**config.mk**
```make
export PLATFORM = sky130hd
export DESIGN_NAME = fir3_cutset_pipe
export DESIGN_NICKNAME = d
export VERILOG_FILES = /design/src/rtl/fir3_pkg.sv /design/src/rtl/fir3_coef_bank.sv /design/src/rtl/fir3_tapline.sv /design/src/rtl/fir3_cut_stage.sv /design/src/rtl/fir3_cutset_pipe.sv
export SDC_FILE = /design/constraint.sdc
export NUM_CORES = 2
export LEC_CHECK = 0
export BUFFER_PORTS_ARGS = -buffer_cell sky130_fd_sc_hd__buf_4
export CELL_PAD_IN_SITES_DETAIL_PLACEMENT = 1
export CELL_PAD_IN_SITES_GLOBAL_PLACEMENT = 2
export CORE_MARGIN = 2
export CORE_UTILIZATION = 40
export CTS_BUF_LIST = sky130_fd_sc_hd__clkbuf_4
export DETAILED_ROUTE_END_ITERATION = 16
export MAX_ROUTING_LAYER = met4
export PLACE_DENSITY = 0.91
export SLEW_MARGIN = 5
export SYNTH_ARGS = -nofsm -noshare
export SYNTH_HDL_FRONTEND = slang
export SYNTH_SLANG_ARGS = --single-unit
```
**constraint.sdc**
```tcl
create_clock -name clk -period 9.3 [get_ports clk]
set_clock_uncertainty 0.15 [all_clocks]
set_input_delay 0 -clock clk [delete_from_list [all_inputs] [get_ports clk]]
set_output_delay 0 -clock clk [all_outputs]
set_load 0.01 [all_outputs]
```
**src/rtl/fir3_pkg.sv**
```systemverilog
package fir3_pkg;

   // number of taps handled by the filter core
   localparam int unsigned FIR3_TAPS = 3;

   // clocks from sample acceptance to result strobe
   function automatic int unsigned fir3_latency(input bit cut_en);
      return cut_en ? 2 : 1;
   endfunction

   // guard bits needed so that a sum of n full products cannot wrap
   function automatic int unsigned fir3_guard_bits(input int unsigned n);
      return $clog2(n);
   endfunction

endpackage

```
**src/rtl/fir3_coef_bank.sv**
```systemverilog
module fir3_coef_bank #(
   parameter int unsigned COEF_W = 16,
   parameter int unsigned TAPS   = 3
) (
   input  logic                          clk,
   input  logic                          rst,
   input  logic                          load,
   input  logic                          busy,
   input  logic [TAPS-1:0][COEF_W-1:0]   coef_d,
   output logic [TAPS-1:0][COEF_W-1:0]   coef_q
);

   logic take;
   assign take = load & ~busy;

   for (genvar t = 0; t < TAPS; t++) begin : g_tap
      logic [COEF_W-1:0] w_q;
      always_ff @(posedge clk) begin
         if (rst) begin
            w_q <= '0;
         end else if (take) begin
            w_q <= coef_d[t];
         end
      end
      assign coef_q[t] = w_q;
   end

   // weights never move while a sample enters or is in flight
   a_r6_coef_frozen: assert property (@(posedge clk) disable iff (rst)
      busy |=> $stable(coef_q));

   // an idle load replaces every weight
   a_r5_idle_take: assert property (@(posedge clk) disable iff (rst)
      (load && !busy) |=> (coef_q == $past(coef_d)));

endmodule

```
**src/rtl/fir3_tapline.sv**
```systemverilog
module fir3_tapline #(
   parameter int unsigned DATA_W = 16,
   parameter int unsigned DEPTH  = 2
) (
   input  logic                          clk,
   input  logic                          rst,
   input  logic                          shift,
   input  logic [DATA_W-1:0]             din,
   output logic [DEPTH-1:0][DATA_W-1:0]  taps
);

   for (genvar k = 0; k < DEPTH; k++) begin : g_stage
      logic [DATA_W-1:0] h_q;
      logic [DATA_W-1:0] h_d;
      if (k == 0) begin : g_head
         assign h_d = din;
      end else begin : g_body
         assign h_d = taps[k-1];
      end
      always_ff @(posedge clk) begin
         if (rst) begin
            h_q <= '0;
         end else if (shift) begin
            h_q <= h_d;
         end
      end
      assign taps[k] = h_q;
   end

   // the newest history slot receives the accepted sample
   a_r1_newest_tap: assert property (@(posedge clk) disable iff (rst)
      shift |=> (taps[0] == $past(din)));

   // a bubble leaves the whole history untouched
   a_r3_tap_hold: assert property (@(posedge clk) disable iff (rst)
      !shift |=> $stable(taps));

endmodule

```
**src/rtl/fir3_cut_stage.sv**
```systemverilog
module fir3_cut_stage #(
   parameter int unsigned DATA_W = 16,
   parameter int unsigned COEF_W = 16,
   parameter int unsigned ACC_W  = 34,
   parameter bit          CUT_EN = 1'b1
) (
   input  logic               clk,
   input  logic               rst,
   input  logic               in_vld,
   input  logic [DATA_W-1:0]  x_now,
   input  logic [DATA_W-1:0]  x_prev1,
   input  logic [DATA_W-1:0]  x_prev2,
   input  logic [COEF_W-1:0]  w_now,
   input  logic [COEF_W-1:0]  w_prev1,
   input  logic [COEF_W-1:0]  w_prev2,
   output logic               out_vld,
   output logic [ACC_W-1:0]   out_acc,
   output logic               busy
);

   localparam int unsigned PROD_W = DATA_W + COEF_W;
   localparam int unsigned PART_W = PROD_W + 1;

   function automatic logic signed [PROD_W-1:0] smul(
      input logic [DATA_W-1:0] x,
      input logic [COEF_W-1:0] w
   );
      return PROD_W'($signed(x)) * PROD_W'($signed(w));
   endfunction

   // older two taps: one multiply level and one add
   logic signed [PROD_W-1:0] prod_p1;
   logic signed [PROD_W-1:0] prod_p2;
   logic signed [PART_W-1:0] part_c;

   always_comb begin
      prod_p1 = smul(x_prev1, w_prev1);
      prod_p2 = smul(x_prev2, w_prev2);
      part_c  = PART_W'(prod_p1) + PART_W'(prod_p2);
   end

   if (CUT_EN) begin : g_cut
      // cutset registers: partial sum and newest sample, one each
      logic signed [PART_W-1:0] part_q;
      logic [DATA_W-1:0]        xnow_q;
      logic                     mid_vld_q;
      logic [ACC_W-1:0]         acc_q;
      logic                     vld_q;
      logic signed [PROD_W-1:0] prod_now;

      always_comb begin
         prod_now = smul(xnow_q, w_now);
      end

      always_ff @(posedge clk) begin
         if (rst) begin
            part_q    <= '0;
            xnow_q    <= '0;
            mid_vld_q <= 1'b0;
            acc_q     <= '0;
            vld_q     <= 1'b0;
         end else begin
            mid_vld_q <= in_vld;
            if (in_vld) begin
               part_q <= part_c;
               xnow_q <= x_now;
            end
            vld_q <= mid_vld_q;
            if (mid_vld_q) begin
               acc_q <= ACC_W'(part_q) + ACC_W'(prod_now);
            end
         end
      end

      assign out_vld = vld_q;
      assign out_acc = acc_q;
      assign busy    = mid_vld_q;
   end else begin : g_direct
      logic [ACC_W-1:0]         acc_q;
      logic                     vld_q;
      logic signed [PROD_W-1:0] prod_now;

      always_comb begin
         prod_now = smul(x_now, w_now);
      end

      always_ff @(posedge clk) begin
         if (rst) begin
            acc_q <= '0;
            vld_q <= 1'b0;
         end else begin
            vld_q <= in_vld;
            if (in_vld) begin
               acc_q <= ACC_W'(part_c) + ACC_W'(prod_now);
            end
         end
      end

      assign out_vld = vld_q;
      assign out_acc = acc_q;
      assign busy    = 1'b0;
   end

endmodule

```
**src/rtl/fir3_cutset_pipe.sv**
```systemverilog
module fir3_cutset_pipe
   import fir3_pkg::*;
#(
   parameter int unsigned DATA_W = 16,
   parameter int unsigned COEF_W = 16,
   parameter int unsigned ACC_W  = 34,
   parameter bit          CUT_EN = 1'b1
) (
   input  logic               clk,
   input  logic               rst,
   input  logic               in_valid,
   input  logic [DATA_W-1:0]  in_sample,
   input  logic               coef_load,
   input  logic [COEF_W-1:0]  coef_a,
   input  logic [COEF_W-1:0]  coef_b,
   input  logic [COEF_W-1:0]  coef_c,
   output logic               out_valid,
   output logic [ACC_W-1:0]   out_data
);

   localparam int unsigned TAPS    = FIR3_TAPS;
   localparam int unsigned HIST    = TAPS - 1;
   localparam int unsigned MIN_ACC = DATA_W + COEF_W + fir3_guard_bits(TAPS);
   localparam int unsigned LAT     = fir3_latency(CUT_EN);

   if (ACC_W < MIN_ACC) begin : g_bad_acc
      $error("fir3_cutset_pipe: ACC_W too narrow for full-precision sum");
   end
   if (DATA_W < 2 || COEF_W < 2) begin : g_bad_w
      $error("fir3_cutset_pipe: sample and weight widths must be at least 2");
   end
   if (LAT < 1 || LAT > 2) begin : g_bad_lat
      $error("fir3_cutset_pipe: unsupported pipeline depth");
   end

   logic [HIST-1:0][DATA_W-1:0] hist;
   logic [TAPS-1:0][COEF_W-1:0] w_d;
   logic [TAPS-1:0][COEF_W-1:0] w_q;
   logic                        core_busy;
   logic                        busy;

   assign w_d  = {coef_c, coef_b, coef_a};
   assign busy = in_valid | core_busy;

   fir3_coef_bank #(
      .COEF_W (COEF_W),
      .TAPS   (TAPS)
   ) u_coef (
      .clk    (clk),
      .rst    (rst),
      .load   (coef_load),
      .busy   (busy),
      .coef_d (w_d),
      .coef_q (w_q)
   );

   fir3_tapline #(
      .DATA_W (DATA_W),
      .DEPTH  (HIST)
   ) u_hist (
      .clk    (clk),
      .rst    (rst),
      .shift  (in_valid),
      .din    (in_sample),
      .taps   (hist)
   );

   fir3_cut_stage #(
      .DATA_W (DATA_W),
      .COEF_W (COEF_W),
      .ACC_W  (ACC_W),
      .CUT_EN (CUT_EN)
   ) u_core (
      .clk     (clk),
      .rst     (rst),
      .in_vld  (in_valid),
      .x_now   (in_sample),
      .x_prev1 (hist[0]),
      .x_prev2 (hist[1]),
      .w_now   (w_q[0]),
      .w_prev1 (w_q[1]),
      .w_prev2 (w_q[2]),
      .out_vld (out_valid),
      .out_acc (out_data),
      .busy    (core_busy)
   );

   if (CUT_EN) begin : g_chk_cut
      // strobe lags the accepted sample by two clocks
      a_r2_valid_lag: assert property (@(posedge clk) disable iff (rst)
         in_valid |=> ##1 out_valid);
      a_r2_no_spurious: assert property (@(posedge clk) disable iff (rst)
         !in_valid |=> ##1 !out_valid);
   end else begin : g_chk_direct
      a_r2_valid_lag: assert property (@(posedge clk) disable iff (rst)
         in_valid |=> out_valid);
      a_r2_no_spurious: assert property (@(posedge clk) disable iff (rst)
         !in_valid |=> !out_valid);
   end

   // result held across cycles without a strobe
   a_r4_data_hold: assert property (@(posedge clk) disable iff (rst)
      1'b1 |=> (out_valid || $stable(out_data)));

   // reset clears the result port
   a_r7_reset_clear: assert property (@(posedge clk)
      rst |=> (!out_valid && out_data == '0));

endmodule

```
* Word level (Yosys, flattened, before mapping)
Cells that the tools add are included.
Word-level totals: register bits after elaboration 149, latch bits 0, RAM bits 0, memory bits (read-only) 0, input port bits 68, output and inout port bits 35, word-level logic and storage cells 17, memories 0
Cells by class: $add $sub $neg 2, multipliers 3, div/mod/pow operators 0, order comparisons 0, equal/unequal tests 0, shift-type cells 0, mux-type cells 0, bitwise operators 3, reduce and logical (&&, ||, !) cells 0
Operator list (number):
- $mul A16 B16 Y32 | 3
- $add A33 B32 Y34 | 1
- $add A32 B32 Y33 | 1
- $and A1 B1 Y1 | 1
- $not A1 Y1 | 1
- $or A1 B1 Y1 | 1

* Longest topological paths before layout
word-level depth 3, mapped depth 27, gate-level depth less buffers 26

* By module
A second synthesis with hierarchy kept.
Unflattened totals: cells, all modules 3911, area total of the unflattened synthesis 37369.6 µm²
Modules (own cells, without submodules):
- fir3_cut_stage | instances 1, cells an instance 3589, area each 33961.3 µm², seq. area each 1701.6 µm²
- fir3_coef_bank | instances 1, cells an instance 218, area each 2238.4 µm², seq. area each 960.9 µm²
- fir3_tapline | instances 1, cells an instance 103, area each 1163.6 µm², seq. area each 640.6 µm²
- fir3_cutset_pipe | instances 1, cells an instance 1, area each 6.3 µm², seq. area each 0.0 µm²

* Least setup slack after synthesis
OpenSTA, ideal clock, no wires.
path kind register -> register, start register u_hist.g_stage[1].h_q[15], end register u_core.g_cut.part_q[30], library setup time 0.117 ns, arrival time 7.074 ns, data required time 9.033 ns, path slack 1.959 ns, cell stages (with the launch flop) 24, buffers on the path 1, clock period less this slack 7.341 ns, path through dfxtp_1 -> clkbuf_1 -> nand2_1 -> fa_1 -> inv_1 -> fa_1 -> inv_1 -> fa_1 -> inv_1 -> fa_1 -> fa_1 -> fa_1 -> fa_1 -> inv_1 -> fa_1 -> inv_1 -> ha_1 -> and3_1 -> a221oi_1 -> o21ai_1 -> o31ai_1 -> nor2b_1 -> o31a_1 -> a32o_1
Between the ends: cells in the longest elaborated chain, start to end 2
RTL lines:
- from (decl) | RTL line fir3_tapline.sv:13 | logic [DATA_W-1:0] h_q;
- from (signal assigned) | RTL line fir3_tapline.sv:22 | h_q <= '0;
- from (signal assigned) | RTL line fir3_tapline.sv:24 | h_q <= h_d;
- $mul A16 B16 Y32 | RTL line fir3_cut_stage.sv:28 | return PROD_W'($signed(x)) * PROD_W'($signed(w));
- $add A32 B32 Y33 | RTL line fir3_cut_stage.sv:39 | part_c = PART_W'(prod_p1) + PART_W'(prod_p2);
- to (signal assigned) | RTL line fir3_cut_stage.sv:65 | part_q <= part_c;
- to (decl) | RTL line fir3_cut_stage.sv:44 | logic signed [PART_W-1:0] part_q;
No other way between the ends. A chain may end at the register's enable or synchronous reset.

* Worst setup path after layout
start register u_hist.g_stage[1].h_q[15], end register u_core.g_cut.part_q[32]
The elaborated chain is that of the path after synthesis.

==> impl_metrics.py <==
metrics = {
    "run_status": {
        "status": "finished, final reports clean",
    },
    "global_routing": {
        "grt-ovfl-total": 0,
        "antenna_found_initial": 6,
        "grt_pass1_wl_um": 173000,
        "grtUsageTotal_pct": 24.8,
        "grt_max_degree": 73,
        "grt_pass1_vias": 31600,
    },
    "final_layout": {
        "fin_nets": 5347,
        "area_growth_pct": 13.4,
        "drive_gt1_share_pct": 4.53,
        "fillCellCount": 10200,
        "mostFrequentLayoutCells": "inv_1, fa_1, nand2_1",
        "final_common_cell": "inv_1",
    },
    "drt": {
        "drtIter0Drc": 1219,
        "routed_wl_um": 107000,
        "via_per_inst": 5.08,
        "post_drt_wl_per_cell_um": 20.0,
        "vias": 27100,
        "drtPass1Iterations": 5,
        "ant_nets": 0,
        "drc": 0,
    },
    "worst_setup_path": {
        "crit_type": "flip-flop to flip-flop",
        "reg2reg_from": "u_hist.g_stage[1].h_q[15]",
        "critPathCaptureType": "flip-flop",
        "critPathMaxStageDelay_ns": 0.87,
        "worstRegToRegCells": 22,
        "path_delay_family": "adder cells",
        "critPathBufInv": 4,
        "arrival_ns": 9.08,
        "r2r-end": "u_core.g_cut.part_q[32]",
        "worstPathCellList": "and2_1, fa_1, fa_1, inv_1, fa_1, inv_1, fa_1, fa_1, fa_1, fa_1, inv_1, fa_1, inv_1, ha_1, nand3_1, a211oi_1, nand3_1, a21oi_1, o31ai_1, o2111ai_1, xnor2_1, a211oi_1",
        "required_ns": 9.89,
        "reg2reg_slack_ns": 0.81,
        "start_kind": "flip-flop",
        "cpMostUsedCell": "fa_1",
        "cp_max_fo": 17,
        "cp_slowest_cell": "and2_1",
    },
    "place": {
        "gp_congestion": 0.873,
        "pre_cts_slack_ns": 0.870,
        "io_buffers": 102,
        "hpwl_um": 83700,
    },
    "synth": {
        "ys_seq_area_share_pct": 8.23,
        "async_flop_share_pct": 0,
        "syn_nets": 5095,
        "syn_area_mm2": 0.0362,
        "synth-edff-count": 0,
        "syn_inst": 3886,
        "synth_cell_types": 65,
        "synth-seq-cells": 149,
        "ys_warn_count": 0,
        "synth.avg_cell_area_um2": 9.32,
        "synth_ff_type": "dfxtp_1",
    },
    "timing": {
        "rsz0062_at_grt": "no",
        "fin_crit_sh_pct": 91.3,
        "slew_headroom_pct": 21.9,
        "final-max-slew-violation-count": 0,
        "tightest_slew_ns": 1.17,
        "worst_slack_ns": 0.806,
        "period_minus_slack_ns": 8.49,
        "setup_tns_ns": 0,
        "max_freq_mhz": 118,
        "hold_viol_final": 0,
        "setup_viol": 0,
    },
    "power": {
        "p_leak_nw": 20.3,
        "powerDensity_mw_per_mm2": 65.1,
        "vdd_ir_drop_max_mv": 0.0826,
    },
    "die": {
        "row_count": 110,
        "initial_utilization_pct": 40.3,
        "ioPinCount": 103,
        "core-area_mm2": 0.0899,
        "die_area_mm2": 0.0930,
        "die_y_um": 305,
        "die_w_um": 305,
    },
    "clock_network": {
        "insertion_delay_ns": 0.83,
        "cts_tree": "built",
        "htreeDepth": 4,
        "post-cts-setup-buffers": 0,
        "cts_resized": 0,
        "clockRootBuffer": "clkbuf_4",
        "cts_made_buffers": 17,
        "cts_buffer_depth": 2,
        "cts.sinks": 149,
        "path_clk_slew_ns": 0.20,
    },
    "worst_hold_path": {
        "worstHoldStart": "in_valid",
        "hp-class": "primary input to flip-flop",
        "min_to": "u_hist.g_stage[1].h_q[11]",
        "min_path_cells": 4,
    },
    "job": {
        "cap_violations": 0,
    },
}
-- cells in the mapped netlist (6+ instances only) --
library cell,n,area (µm²)
buf_1,13,48.8
a211oi_1,10,75.1
xnor2_1,53,464
ha_1,252,3150
o21ai_1,14,70.1
o21bai_1,10,75.1
mux2i_1,62,621
fa_1,889,17800
nor2_1,130,488
xor2_1,9,78.8
a21oi_1,103,515
nand2b_1,31,194
o21ai_0,25,125
dfxtp_1,149,2980
and3_1,9,56.3
clkbuf_1,154,578
and2_1,358,2240
a21o_1,21,158
nand2_1,507,1900
nor3_1,16,80.1
nand3_1,23,115
o31ai_1,7,52.6
nand3b_1,6,45.0
o21a_1,11,82.6
inv_1,942,3540
-- registers in the layout (all words and copies together), names as in the netlist --
register	flops
u_core.out_acc	34
u_core.out_vld	1
u_coef.g_tap.w_q	48
u_core.g_cut.part_q	33
u_hist.g_stage.h_q	16
u_core.g_cut.xnow_q	16
u_core.busy	1
-- worst max path at each step --
stage                               from                      end  slack, ns  depth (start not counted)
3_3_place_gp   u_hist.g_stage[1].h_q[15]  u_core.g_cut.part_q[30]       1.15                         22
2_1_floorplan  u_hist.g_stage[1].h_q[15]  u_core.g_cut.part_q[30]       1.96                         23
4_1_cts        u_hist.g_stage[1].h_q[15]  u_core.g_cut.part_q[32]       0.80                         22
5_1_grt        u_hist.g_stage[1].h_q[15]  u_core.g_cut.part_q[32]       0.43                         22
6_report       u_hist.g_stage[1].h_q[15]  u_core.g_cut.part_q[32]       0.81                         22
3_5_place_dp   u_hist.g_stage[1].h_q[15]  u_core.g_cut.part_q[32]       0.87                         22
-- layer usage --
layer	share of wire, %	vias to the layer above	track usage (%)
met5	0	-	-
met2	54	609	43.8
li1	-	11900	-
met1	38	14400	28.3
met3	3.3	218	2.43
met4	4.8	0	11.5
-- per-stage QoR --
stage,utilization [%],instance area [µm²],hold WS [ns],total power [W],instances
detailed placement,42.5,38200,0.106,0.00207,5039
finish,45.7,41100,0.153,0.00268,5338
CTS,45.7,41100,0.0148,0.00269,5327
floorplan,-,36200,-0.0140,0.00165,3886
global route,45.7,41100,0.143,0.00289,5337
global placement,42.5,38200,0.0858,0.00201,5039
-- cell families after synthesis --
group	share of synthesized area, %
flops	8.23
compound gates	4.59
buf+inv	11.5
simple gates	14.7
fa+ha+maj	57.8
xor+xnor	1.50
mux	1.71
-- report_power, final --
part	switching [W]	internal, W
Combinational	0.000755	0.000582
Clock	0.000339	0.000200
Sequential	0.000113	0.000687
Total	0.00121	0.00147
-- layout make-up --
class / count / area [µm²] / share of cell area, %
timing repair buffer: 400 / 3640 / 8.87
multi-input combinational: 2628 / 29100 / 70.8
inverter: 942 / 3540 / 8.61
tap: 1176 / 1470 / 3.58
clock inverter: 15 / 206 / 0.502
clock buffer: 17 / 128 / 0.311
antenna: 11 / 27.5 / 0.0670
sequential: 149 / 2980 / 7.26
-- tightest hold or removal path, cell delays in order --
cell           delay, ns
dlygate4sd3_1       0.56
buf_4               0.28
mux2i_1             0.17
nor2_1              0.07
-- what timing repair did --
item,CTS,global route
endpoints found under the setup margin,0,0
hold buffers,256,0
endpoints found under the hold margin,142,0
Note: power is estimated with default switching activity, not from simulation.
